[config.mk]
export PLATFORM = sky130hd
export DESIGN_NAME = flash_cmd_seq
export DESIGN_NICKNAME = d
export VERILOG_FILES = /design/src/rtl/fcs_pkg.sv /design/src/rtl/fcs_array.sv /design/src/rtl/fcs_timer.sv /design/src/rtl/fcs_keyguard.sv /design/src/rtl/flash_cmd_seq.sv
export SDC_FILE = /design/constraint.sdc
export NUM_CORES = 2
export LEC_CHECK = 0
export BUFFER_PORTS_ARGS = -buffer_cell sky130_fd_sc_hd__buf_2
export CAP_MARGIN = 20
export CORE_UTILIZATION = 60
export DETAILED_ROUTE_END_ITERATION = 7
export PLACE_DENSITY = 0.72
export RECOVER_POWER = 25
export REMOVE_ABC_BUFFERS = 1
export SETUP_SLACK_MARGIN = 0.4
export SYNTH_ARGS = -nofsm -noshare
export SYNTH_HDL_FRONTEND = slang
export SYNTH_SLANG_ARGS = --single-unit
[constraint.sdc]
create_clock -name clk -period 9.7 [get_ports clk]
set_input_delay 0.97 -clock clk [delete_from_list [all_inputs] [get_ports clk]]
set_output_delay 0.97 -clock clk [all_outputs]
set_load 0.1 [all_outputs]
[src/rtl/fcs_pkg.sv]
package fcs_pkg;
  localparam logic [3:0] OP_NULL   = 4'h0;
  localparam logic [3:0] OP_READ   = 4'h1;
  localparam logic [3:0] OP_WRITE  = 4'h2;
  localparam logic [3:0] OP_ERWR   = 4'h3;
  localparam logic [3:0] OP_VERIFY = 4'h4;
  localparam logic [3:0] OP_ERASE  = 4'h5;
  localparam logic [3:0] OP_MASS   = 4'h6;
  localparam logic [3:0] OP_SIGN   = 4'hB;
  localparam logic [3:0] OP_PROT   = 4'hC;
  localparam logic [3:0] OP_PING   = 4'hF;

  localparam logic [2:0] RA_CMD    = 3'd0;
  localparam logic [2:0] RA_ADDR   = 3'd1;
  localparam logic [2:0] RA_DATA   = 3'd2;
  localparam logic [2:0] RA_MODE   = 3'd3;
  localparam logic [2:0] RA_STAT   = 3'd4;
  localparam logic [2:0] RA_SIGLO  = 3'd5;
  localparam logic [2:0] RA_SIGHI  = 3'd6;
  localparam logic [2:0] RA_PROT   = 3'd7;

  localparam logic [7:0]  MODE_KEEP = 8'h1B;
  localparam logic [15:0] BUSY_CODE = 16'h0007;
  localparam logic [23:0] CRC_POLY  = 24'h864CFB;
  localparam logic [23:0] CRC_SEED  = 24'hB704CE;

  typedef enum logic [2:0] {
    ARR_NONE, ARR_WRITE, ARR_PAGE, ARR_PAGE_WRITE, ARR_MASS
  } arr_op_e;

  typedef enum logic [1:0] {K_IDLE, K_HALF, K_ARMED} key_st_e;

  function automatic logic [23:0] crc24_word(input logic [23:0] c, input logic [15:0] w);
    logic [23:0] r;
    r = c;
    for (int i = 15; i >= 0; i--) begin
      if (r[23] ^ w[i]) r = {r[22:0], 1'b0} ^ CRC_POLY;
      else              r = {r[22:0], 1'b0};
    end
    return r;
  endfunction
endpackage

[src/rtl/fcs_array.sv]
module fcs_array
  import fcs_pkg::*;
#(
  parameter int WORDS        = 32,
  parameter int PAGE_WORDS   = 8,
  parameter int KERNEL_WORDS = 8,
  localparam int AW = $clog2(WORDS),
  localparam int PW = $clog2(PAGE_WORDS)
) (
  input  logic          clk,
  input  logic          rst_n,
  input  arr_op_e       op,
  input  logic [AW-1:0] op_addr,
  input  logic [15:0]   op_data,
  input  logic [AW-1:0] rd_addr,
  output logic [15:0]   rd_data,
  input  logic [AW-1:0] scan_addr,
  output logic [15:0]   scan_data
);
  logic [15:0] mem_q [WORDS];
  logic [15:0] mem_d [WORDS];

  always_comb begin
    for (int i = 0; i < WORDS; i++) begin
      mem_d[i] = mem_q[i];
      if ((op == ARR_PAGE || op == ARR_PAGE_WRITE) &&
          ((AW'(i) >> PW) == (op_addr >> PW)))
        mem_d[i] = '1;
      if (op == ARR_MASS && i >= KERNEL_WORDS)
        mem_d[i] = '1;
    end
    if (op == ARR_WRITE || op == ARR_PAGE_WRITE)
      mem_d[op_addr] = op_data;
  end

  always_ff @(posedge clk or negedge rst_n) begin
    if (!rst_n) begin
      for (int i = 0; i < WORDS; i++) mem_q[i] <= '1;
    end else if (op != ARR_NONE) begin
      for (int i = 0; i < WORDS; i++) mem_q[i] <= mem_d[i];
    end
  end

  assign rd_data   = mem_q[rd_addr];
  assign scan_data = mem_q[scan_addr];

  for (genvar k = 0; k < KERNEL_WORDS; k++) begin : g_kernel_chk
    AST_KERNEL_KEPT: assert property (@(posedge clk) disable iff (!rst_n)
      (op == ARR_MASS) |=> $stable(mem_q[k]));
  end
endmodule

[src/rtl/fcs_timer.sv]
module fcs_timer #(
  parameter int CNT_W = 8
) (
  input  logic             clk,
  input  logic             rst_n,
  input  logic             start,
  input  logic [CNT_W-1:0] len,
  output logic             busy,
  output logic [CNT_W-1:0] elapsed,
  output logic             last
);
  logic             busy_q, busy_d;
  logic [CNT_W-1:0] cnt_q, cnt_d, len_q, len_d;

  assign last    = busy_q && (cnt_q == len_q - 1'b1);
  assign busy    = busy_q;
  assign elapsed = cnt_q;

  always_comb begin
    busy_d = busy_q;
    cnt_d  = cnt_q;
    len_d  = len_q;
    if (start && !busy_q) begin
      busy_d = 1'b1;
      cnt_d  = '0;
      len_d  = len;
    end else if (busy_q) begin
      if (last) busy_d = 1'b0;
      else      cnt_d  = cnt_q + 1'b1;
    end
  end

  always_ff @(posedge clk or negedge rst_n) begin
    if (!rst_n) begin
      busy_q <= 1'b0;
      cnt_q  <= '0;
      len_q  <= '0;
    end else begin
      busy_q <= busy_d;
      cnt_q  <= cnt_d;
      len_q  <= len_d;
    end
  end

  AST_LEN_NONZERO: assert property (@(posedge clk) disable iff (!rst_n)
    (start && !busy_q) |-> (len != '0));
  AST_CNT_IN_RANGE: assert property (@(posedge clk) disable iff (!rst_n)
    busy_q |-> (cnt_q < len_q));
endmodule

[src/rtl/fcs_keyguard.sv]
module fcs_keyguard
  import fcs_pkg::*;
#(
  parameter logic [15:0] KEY_A = 16'hA5C3,
  parameter logic [15:0] KEY_B = 16'h3C5A
) (
  input  logic        clk,
  input  logic        rst_n,
  input  logic        wr,
  input  logic        data_sel,
  input  logic [15:0] wdata,
  output logic        armed
);
  key_st_e st_q, st_d;

  always_comb begin
    st_d = st_q;
    if (wr) begin
      if (data_sel && wdata == KEY_A)                        st_d = K_HALF;
      else if (data_sel && wdata == KEY_B && st_q == K_HALF) st_d = K_ARMED;
      else                                                   st_d = K_IDLE;
    end
  end

  always_ff @(posedge clk or negedge rst_n) begin
    if (!rst_n) st_q <= K_IDLE;
    else        st_q <= st_d;
  end

  assign armed = (st_q == K_ARMED);

  AST_KEY_SECOND_HALF: assert property (@(posedge clk) disable iff (!rst_n)
    (st_q == K_ARMED) |-> $past(wr && data_sel && wdata == KEY_B));
endmodule

[src/rtl/flash_cmd_seq.sv]
module flash_cmd_seq
  import fcs_pkg::*;
#(
  parameter int          WORDS        = 32,
  parameter int          PAGE_WORDS   = 8,
  parameter int          KERNEL_WORDS = 8,
  parameter int          CNT_W        = 8,
  parameter int          T_READ       = 2,
  parameter int          T_WRITE      = 3,
  parameter int          T_ERWR       = 20,
  parameter int          T_VERIFY     = 2,
  parameter int          T_ERASE      = 10,
  parameter int          T_MASS       = 30,
  parameter int          T_PROT       = 2,
  parameter int          T_PING       = 1,
  parameter logic [15:0] KEY_A        = 16'hA5C3,
  parameter logic [15:0] KEY_B        = 16'h3C5A
) (
  input  logic        clk,
  input  logic        rst_n,
  input  logic        reg_wr,
  input  logic [2:0]  reg_addr,
  input  logic [15:0] reg_wdata,
  output logic [15:0] reg_rdata,
  output logic        irq
);
  localparam int AW    = $clog2(WORDS);
  localparam int PW    = $clog2(PAGE_WORDS);
  localparam int PAGES = WORDS / PAGE_WORDS;

  logic [AW-1:0]    addr_q, addr_d;
  logic [15:0]      data_q, data_d;
  logic [7:0]       mode_q, mode_d;
  logic [2:0]       stat_q, stat_d;
  logic [23:0]      sig_q, sig_d;
  logic [PAGES-1:0] pstage_q, pstage_d, prot_q, prot_d;
  logic             pused_q, pused_d, irq_q, irq_d;
  logic [3:0]       cmd_q, cmd_d;

  logic             busy, last, armed, accept, cmd_wr, open_wr, page_locked;
  logic [CNT_W-1:0] elapsed, base_len;
  logic [15:0]      rd_word, scan_word;
  arr_op_e          arr_op;

  assign cmd_wr      = reg_wr && !busy && (reg_addr == RA_CMD);
  assign open_wr     = reg_wr && !busy;
  assign page_locked = prot_q[addr_q[AW-1:PW]];

  fcs_timer #(.CNT_W(CNT_W)) timer_i (
    .clk(clk), .rst_n(rst_n), .start(cmd_wr && accept),
    .len(base_len + CNT_W'(mode_q[1:0])),
    .busy(busy), .elapsed(elapsed), .last(last)
  );

  fcs_keyguard #(.KEY_A(KEY_A), .KEY_B(KEY_B)) key_i (
    .clk(clk), .rst_n(rst_n), .wr(reg_wr), .data_sel(reg_addr == RA_DATA),
    .wdata(reg_wdata), .armed(armed)
  );

  fcs_array #(.WORDS(WORDS), .PAGE_WORDS(PAGE_WORDS), .KERNEL_WORDS(KERNEL_WORDS)) array_i (
    .clk(clk), .rst_n(rst_n), .op(arr_op), .op_addr(addr_q), .op_data(data_q),
    .rd_addr(addr_q), .rd_data(rd_word),
    .scan_addr(elapsed[AW-1:0]), .scan_data(scan_word)
  );

  // command acceptance and length selection
  always_comb begin
    accept   = 1'b0;
    base_len = '0;
    unique case (reg_wdata[3:0])
      OP_READ:   begin accept = 1'b1;                        base_len = CNT_W'(T_READ);   end
      OP_VERIFY: begin accept = 1'b1;                        base_len = CNT_W'(T_VERIFY); end
      OP_PING:   begin accept = 1'b1;                        base_len = CNT_W'(T_PING);   end
      OP_SIGN:   begin accept = 1'b1;                        base_len = CNT_W'(WORDS);    end
      OP_WRITE:  begin accept = mode_q[3] && !page_locked;   base_len = CNT_W'(T_WRITE);  end
      OP_ERWR:   begin accept = mode_q[3] && !page_locked;   base_len = CNT_W'(T_ERWR);   end
      OP_ERASE:  begin accept = mode_q[3] && !page_locked;   base_len = CNT_W'(T_ERASE);  end
      OP_MASS:   begin accept = mode_q[3] && armed;          base_len = CNT_W'(T_MASS);   end
      OP_PROT:   begin accept = !pused_q;                    base_len = CNT_W'(T_PROT);   end
      default:   begin accept = 1'b0;                        base_len = '0;               end
    endcase
  end

  always_comb begin
    arr_op = ARR_NONE;
    if (last) begin
      unique case (cmd_q)
        OP_WRITE: arr_op = ARR_WRITE;
        OP_ERWR:  arr_op = ARR_PAGE_WRITE;
        OP_ERASE: arr_op = ARR_PAGE;
        OP_MASS:  arr_op = ARR_MASS;
        default:  arr_op = ARR_NONE;
      endcase
    end
  end

  // next-state for the register file
  always_comb begin
    addr_d = addr_q;  data_d = data_q;  mode_d = mode_q;  stat_d = stat_q;
    sig_d = sig_q;    pstage_d = pstage_q;  prot_d = prot_q;  pused_d = pused_q;
    cmd_d = cmd_q;
    irq_d = last && mode_q[4];
    if (open_wr) begin
      unique case (reg_addr)
        RA_ADDR: addr_d   = reg_wdata[AW-1:0];
        RA_DATA: data_d   = reg_wdata;
        RA_MODE: mode_d   = reg_wdata[7:0] & MODE_KEEP;
        RA_PROT: pstage_d = reg_wdata[PAGES-1:0];
        default: ;
      endcase
    end
    if (cmd_wr && reg_wdata[3:0] != OP_NULL) begin
      if (accept) begin
        cmd_d  = reg_wdata[3:0];
        stat_d = 3'b000;
        if (reg_wdata[3:0] == OP_SIGN) sig_d = CRC_SEED;
      end else begin
        stat_d = 3'b100;
      end
    end
    if (busy && cmd_q == OP_SIGN && elapsed < CNT_W'(WORDS))
      sig_d = crc24_word(sig_q, scan_word);
    if (last) begin
      stat_d = {1'b0, (cmd_q == OP_VERIFY) && (rd_word == data_q), 1'b1};
      if (cmd_q == OP_READ) data_d = rd_word;
      if (cmd_q == OP_PROT) begin prot_d = pstage_q; pused_d = 1'b1; end
      if (cmd_q == OP_MASS) begin prot_d = '0;       pused_d = 1'b0; end
    end
  end

  always_ff @(posedge clk or negedge rst_n) begin
    if (!rst_n) begin
      addr_q <= '0;  data_q <= '0;  mode_q <= '0;  stat_q <= '0;  sig_q <= '0;
      pstage_q <= '0;  prot_q <= '0;  pused_q <= 1'b0;  cmd_q <= OP_NULL;  irq_q <= 1'b0;
    end else begin
      addr_q <= addr_d;  data_q <= data_d;  mode_q <= mode_d;  stat_q <= stat_d;  sig_q <= sig_d;
      pstage_q <= pstage_d;  prot_q <= prot_d;  pused_q <= pused_d;  cmd_q <= cmd_d;  irq_q <= irq_d;
    end
  end

  always_comb begin
    unique case (reg_addr)
      RA_CMD:   reg_rdata = busy ? BUSY_CODE : 16'h0000;
      RA_ADDR:  reg_rdata = 16'(addr_q);
      RA_DATA:  reg_rdata = data_q;
      RA_MODE:  reg_rdata = {8'h00, mode_q};
      RA_STAT:  reg_rdata = {13'h0000, stat_q};
      RA_SIGLO: reg_rdata = sig_q[15:0];
      RA_SIGHI: reg_rdata = {8'h00, sig_q[23:16]};
      default:  reg_rdata = 16'(prot_q);
    endcase
  end

  assign irq = irq_q;

  AST_NO_CHANGE_LOCKED: assert property (@(posedge clk) disable iff (!rst_n)
    (arr_op != ARR_NONE) |-> mode_q[3]);
  AST_MODE_RSVD_ZERO: assert property (@(posedge clk) disable iff (!rst_n)
    (mode_q & ~MODE_KEEP) == 8'h00);
  AST_IRQ_SINGLE: assert property (@(posedge clk) disable iff (!rst_n)
    irq_q |=> !irq_q);
  AST_IRQ_AFTER_BUSY: assert property (@(posedge clk) disable iff (!rst_n)
    irq_q |-> $past(busy));
  AST_PROT_HELD: assert property (@(posedge clk) disable iff (!rst_n)
    (pused_q && arr_op != ARR_MASS) |=> $stable(prot_q));
endmodule

==> results.json <==
{
  "status": "complete, but fails checks",
  "violations": "max-capacitance violations, max-slew violations",
  "final_common_cell": "dfstp_2",
  "synth_edf_count": 0,
  "crit_path_cell_trace": "buf_4, nor2b_1, a22oi_1, a21oi_1, o211ai_1, o211ai_4, xor2_2, xnor3_2, xnor3_2, xnor3_2, xnor3_1, o22a_1",
  "postSynthAreaPerCell_sq_um": 10.4,
  "ys_async_sr_fraction_pct": 100,
  "synth_xor_xnor_area_share_pct": 4.81,
  "clockRootBuffer": "clkbuf_16",
  "layout_common_cells": "512 x dfstp_2, 425 x a21oi_1, 320 x nor3_1",
  "fin_crit_ps": 5880,
  "die_y_um": 242,
  "firstDrtPassIters": 6,
  "drc": 0,
  "ys_seq_area_share_pct": 45.0,
  "cts_buffer_depth": 3,
  "cap_violations": 1,
  "cts_tree": "built",
  "rr_worst_depth": 12,
  "ys_types": 83,
  "slew_viol_final": 40,
  "htreeDepth": 3,
  "tightest_slew_ps": 2210,
  "synth_top_family_by_area": "multiplexers",
  "fmax_mhz": 170,
  "rsz0062_at_grt": "false",
  "n_antenna_cell": 0,
  "io_pins": 39,
  "drt-initial-drc-count": 3593,
  "wl_per_cell_um": 29.6,
  "cp_max_fo": 43,
  "initial_utilization_pct": 61.0,
  "maxSlewHeadroom_pct": -47.3,
  "post-dp-hpwl_um": 75700,
  "clkTransAtPathRegs_ps": 60,
  "yosysWarningCount": 0,
  "ant_nets": 0,
  "hold_viol": 0,
  "setup_viol_count_final": 0,
  "synth_area_sq_um": 34600,
  "utilization_pct": 65.9,
  "hold_path.class": "input port to async pin",
  "clk_latency_ps": 630,
  "overflow": 0,
  "viasPerCell": 7.04,
  "finalNonFillerCells": 4015,
  "vias": 28300,
  "grt_max_degree": 156,
  "cts_setup_buffers": 0,
  "worst_clock_skew_ps": 20.4,
  "yosys.area_share.simple_pct": 13.3,
  "path_common_cell": "xnor3_2",
  "final.setup.tns_ps": 0,
  "rows": 87,
  "synth_fa_ha_area_share_pct": 0.203,
  "hold_buffers": 0,
  "grt_use_total_pct": 40.6,
  "ys_ff_latch": 596,
  "drive_above_1_share_pct": 33.0,
  "grt_pass1_wl_um": 177000,
  "start_kind": "flop",
  "synth_compound_area_share_pct": 13.7,
  "cp_slowest_stage_delay_ps": 880,
  "die_w_um": 242,
  "syn2layout_area_growth_pct": 8.09,
  "post_cts_resized": 0,
  "nNetsFinal": 3235,
  "routed_wl_um": 119000,
  "cp_slowest_cell": "dfrtp_4",
  "synth_flop_cell": "dfstp_2",
  "cp-end-kind": "flop",
  "port_buffers": 38,
  "die_area_sq_um": 58600,
  "numCtsBuffers": 68,
  "muxShareOfSynthArea_pct": 18.5,
  "period_share_pct": 60.6,
  "grt_pass1_vias": 27500,
  "synth_cells": 3337,
  "cp.required_ps": 10200,
  "placed_cells": 3887,
  "crit_type": "flop to flop",
  "grt_antenna_before_repair": 2,
  "finalWeightedCongestion": 0.978,
  "cts.sinks": 596,
  "worstPathArrival_ps": 6380,
  "core_area_sq_um": 56700
}
routing by layer:
layer	track usage (%)	up-vias	wire (um)	share of wire, %
met1	55.7	14000	45700	38
met3	11.6	413	15100	13
li1	-	11900	-	-
met2	59.4	1949	51400	43
met4	19.9	2	6720	5.7
met5	0	-	11	0.0093
cell type report:
cell class                      instances  area (sq um)
Fill cell                            4330         19300
Inverter                               18          67.6
Sequential cell                       596         15600
Clock inverter                         26           221
Clock buffer                           95          1990
Tap cell                              756           946
Timing Repair Buffer                  131           997
Multi-Input combinational cell       2393         17600
synth_stat cells, types with 13 or more instances:
| master | n | area (sq um) |
|---|---|---|
| mux2i_1 | 150 | 1500 |
| a22oi_1 | 114 | 856 |
| nor2b_1 | 17 | 106 |
| xor2_1 | 43 | 377 |
| a22o_1 | 13 | 114 |
| inv_1 | 15 | 56.3 |
| clkbuf_1 | 266 | 998 |
| dfstp_2 | 512 | 13500 |
| nor2_1 | 337 | 1260 |
| mux2_2 | 62 | 698 |
| nand2_1 | 198 | 743 |
| nand3_1 | 32 | 160 |
| a21oi_1 | 425 | 2130 |
| dfrtp_1 | 84 | 2100 |
| o22ai_1 | 13 | 81.3 |
| o21ai_0 | 227 | 1140 |
| nand2b_1 | 14 | 87.6 |
| xnor2_1 | 71 | 622 |
| buf_6 | 17 | 191 |
| nor3_1 | 321 | 1610 |
| buf_1 | 20 | 75.1 |
| mux4_2 | 181 | 4080 |
cell families (layout without fill, tap and decap cells):
family,count (synthesis),count (layout)
and+or+nand+nor,1006,1006
AOI/OAI and AO/OA,839,839
DFF,596,596
muxes,398,398
buffers and inverters,348,270
xor gates and xnor gates,145,145
adders and majority gates,5,5
flip-flops by register name (all words and copies together), names as in the netlist:
register and flops:
addr_q 5, array_i.mem_q 512, cmd_q 4, data_q 16, irq 1, key_i.st_q 2, mode_q 4, prot_q 4
pstage_q 4, pused_q 1, sig_q 24, stat_q 3, timer_i.busy 1, timer_i.elapsed 8, timer_i.len_q 7
worst paths after layout:
| check | end | slack [ps] | from |
|---|---|---|---|
| setup / recovery | sig_q[17] | 3820 | timer_i.elapsed[0] |
| hold / removal | sig_q[7] | 450 | rst_n |
| setup reg to reg | sig_q[17] | 3820 | timer_i.elapsed[0] |
| hold reg to reg | pstage_q[0] | 480 | pstage_q[0] |
| max in group asynchronous | timer_i.elapsed[6] | 6640 | rst_n |
| min in group clk | pstage_q[0] | 480 | pstage_q[0] |
through the flow:
stage / instance area (sq um) / setup WS [ps] / hold slack (ps)
finish: 37400 / 3820 / 448
global route: 37400 / 3570 / 513
CTS: 37300 / 3910 / 461
detailed placement: 35100 / 3950 / 471
global placement: 35000 / 4040 / 458
floorplan: 33100 / 62.7 / 442
critical path: cells and delay by family (launching register included):
family	cells	cell delay, ps
XOR/XNOR	5	2010
AO/OA/AOI/OAI	5	1240
AND/OR/NAND/NOR	1	810
flip-flops	1	880
buffers and inverters	1	790
Power is not shown: default switching activity piles up to over one toggle a cycle in this logic, so the estimate is an artifact.
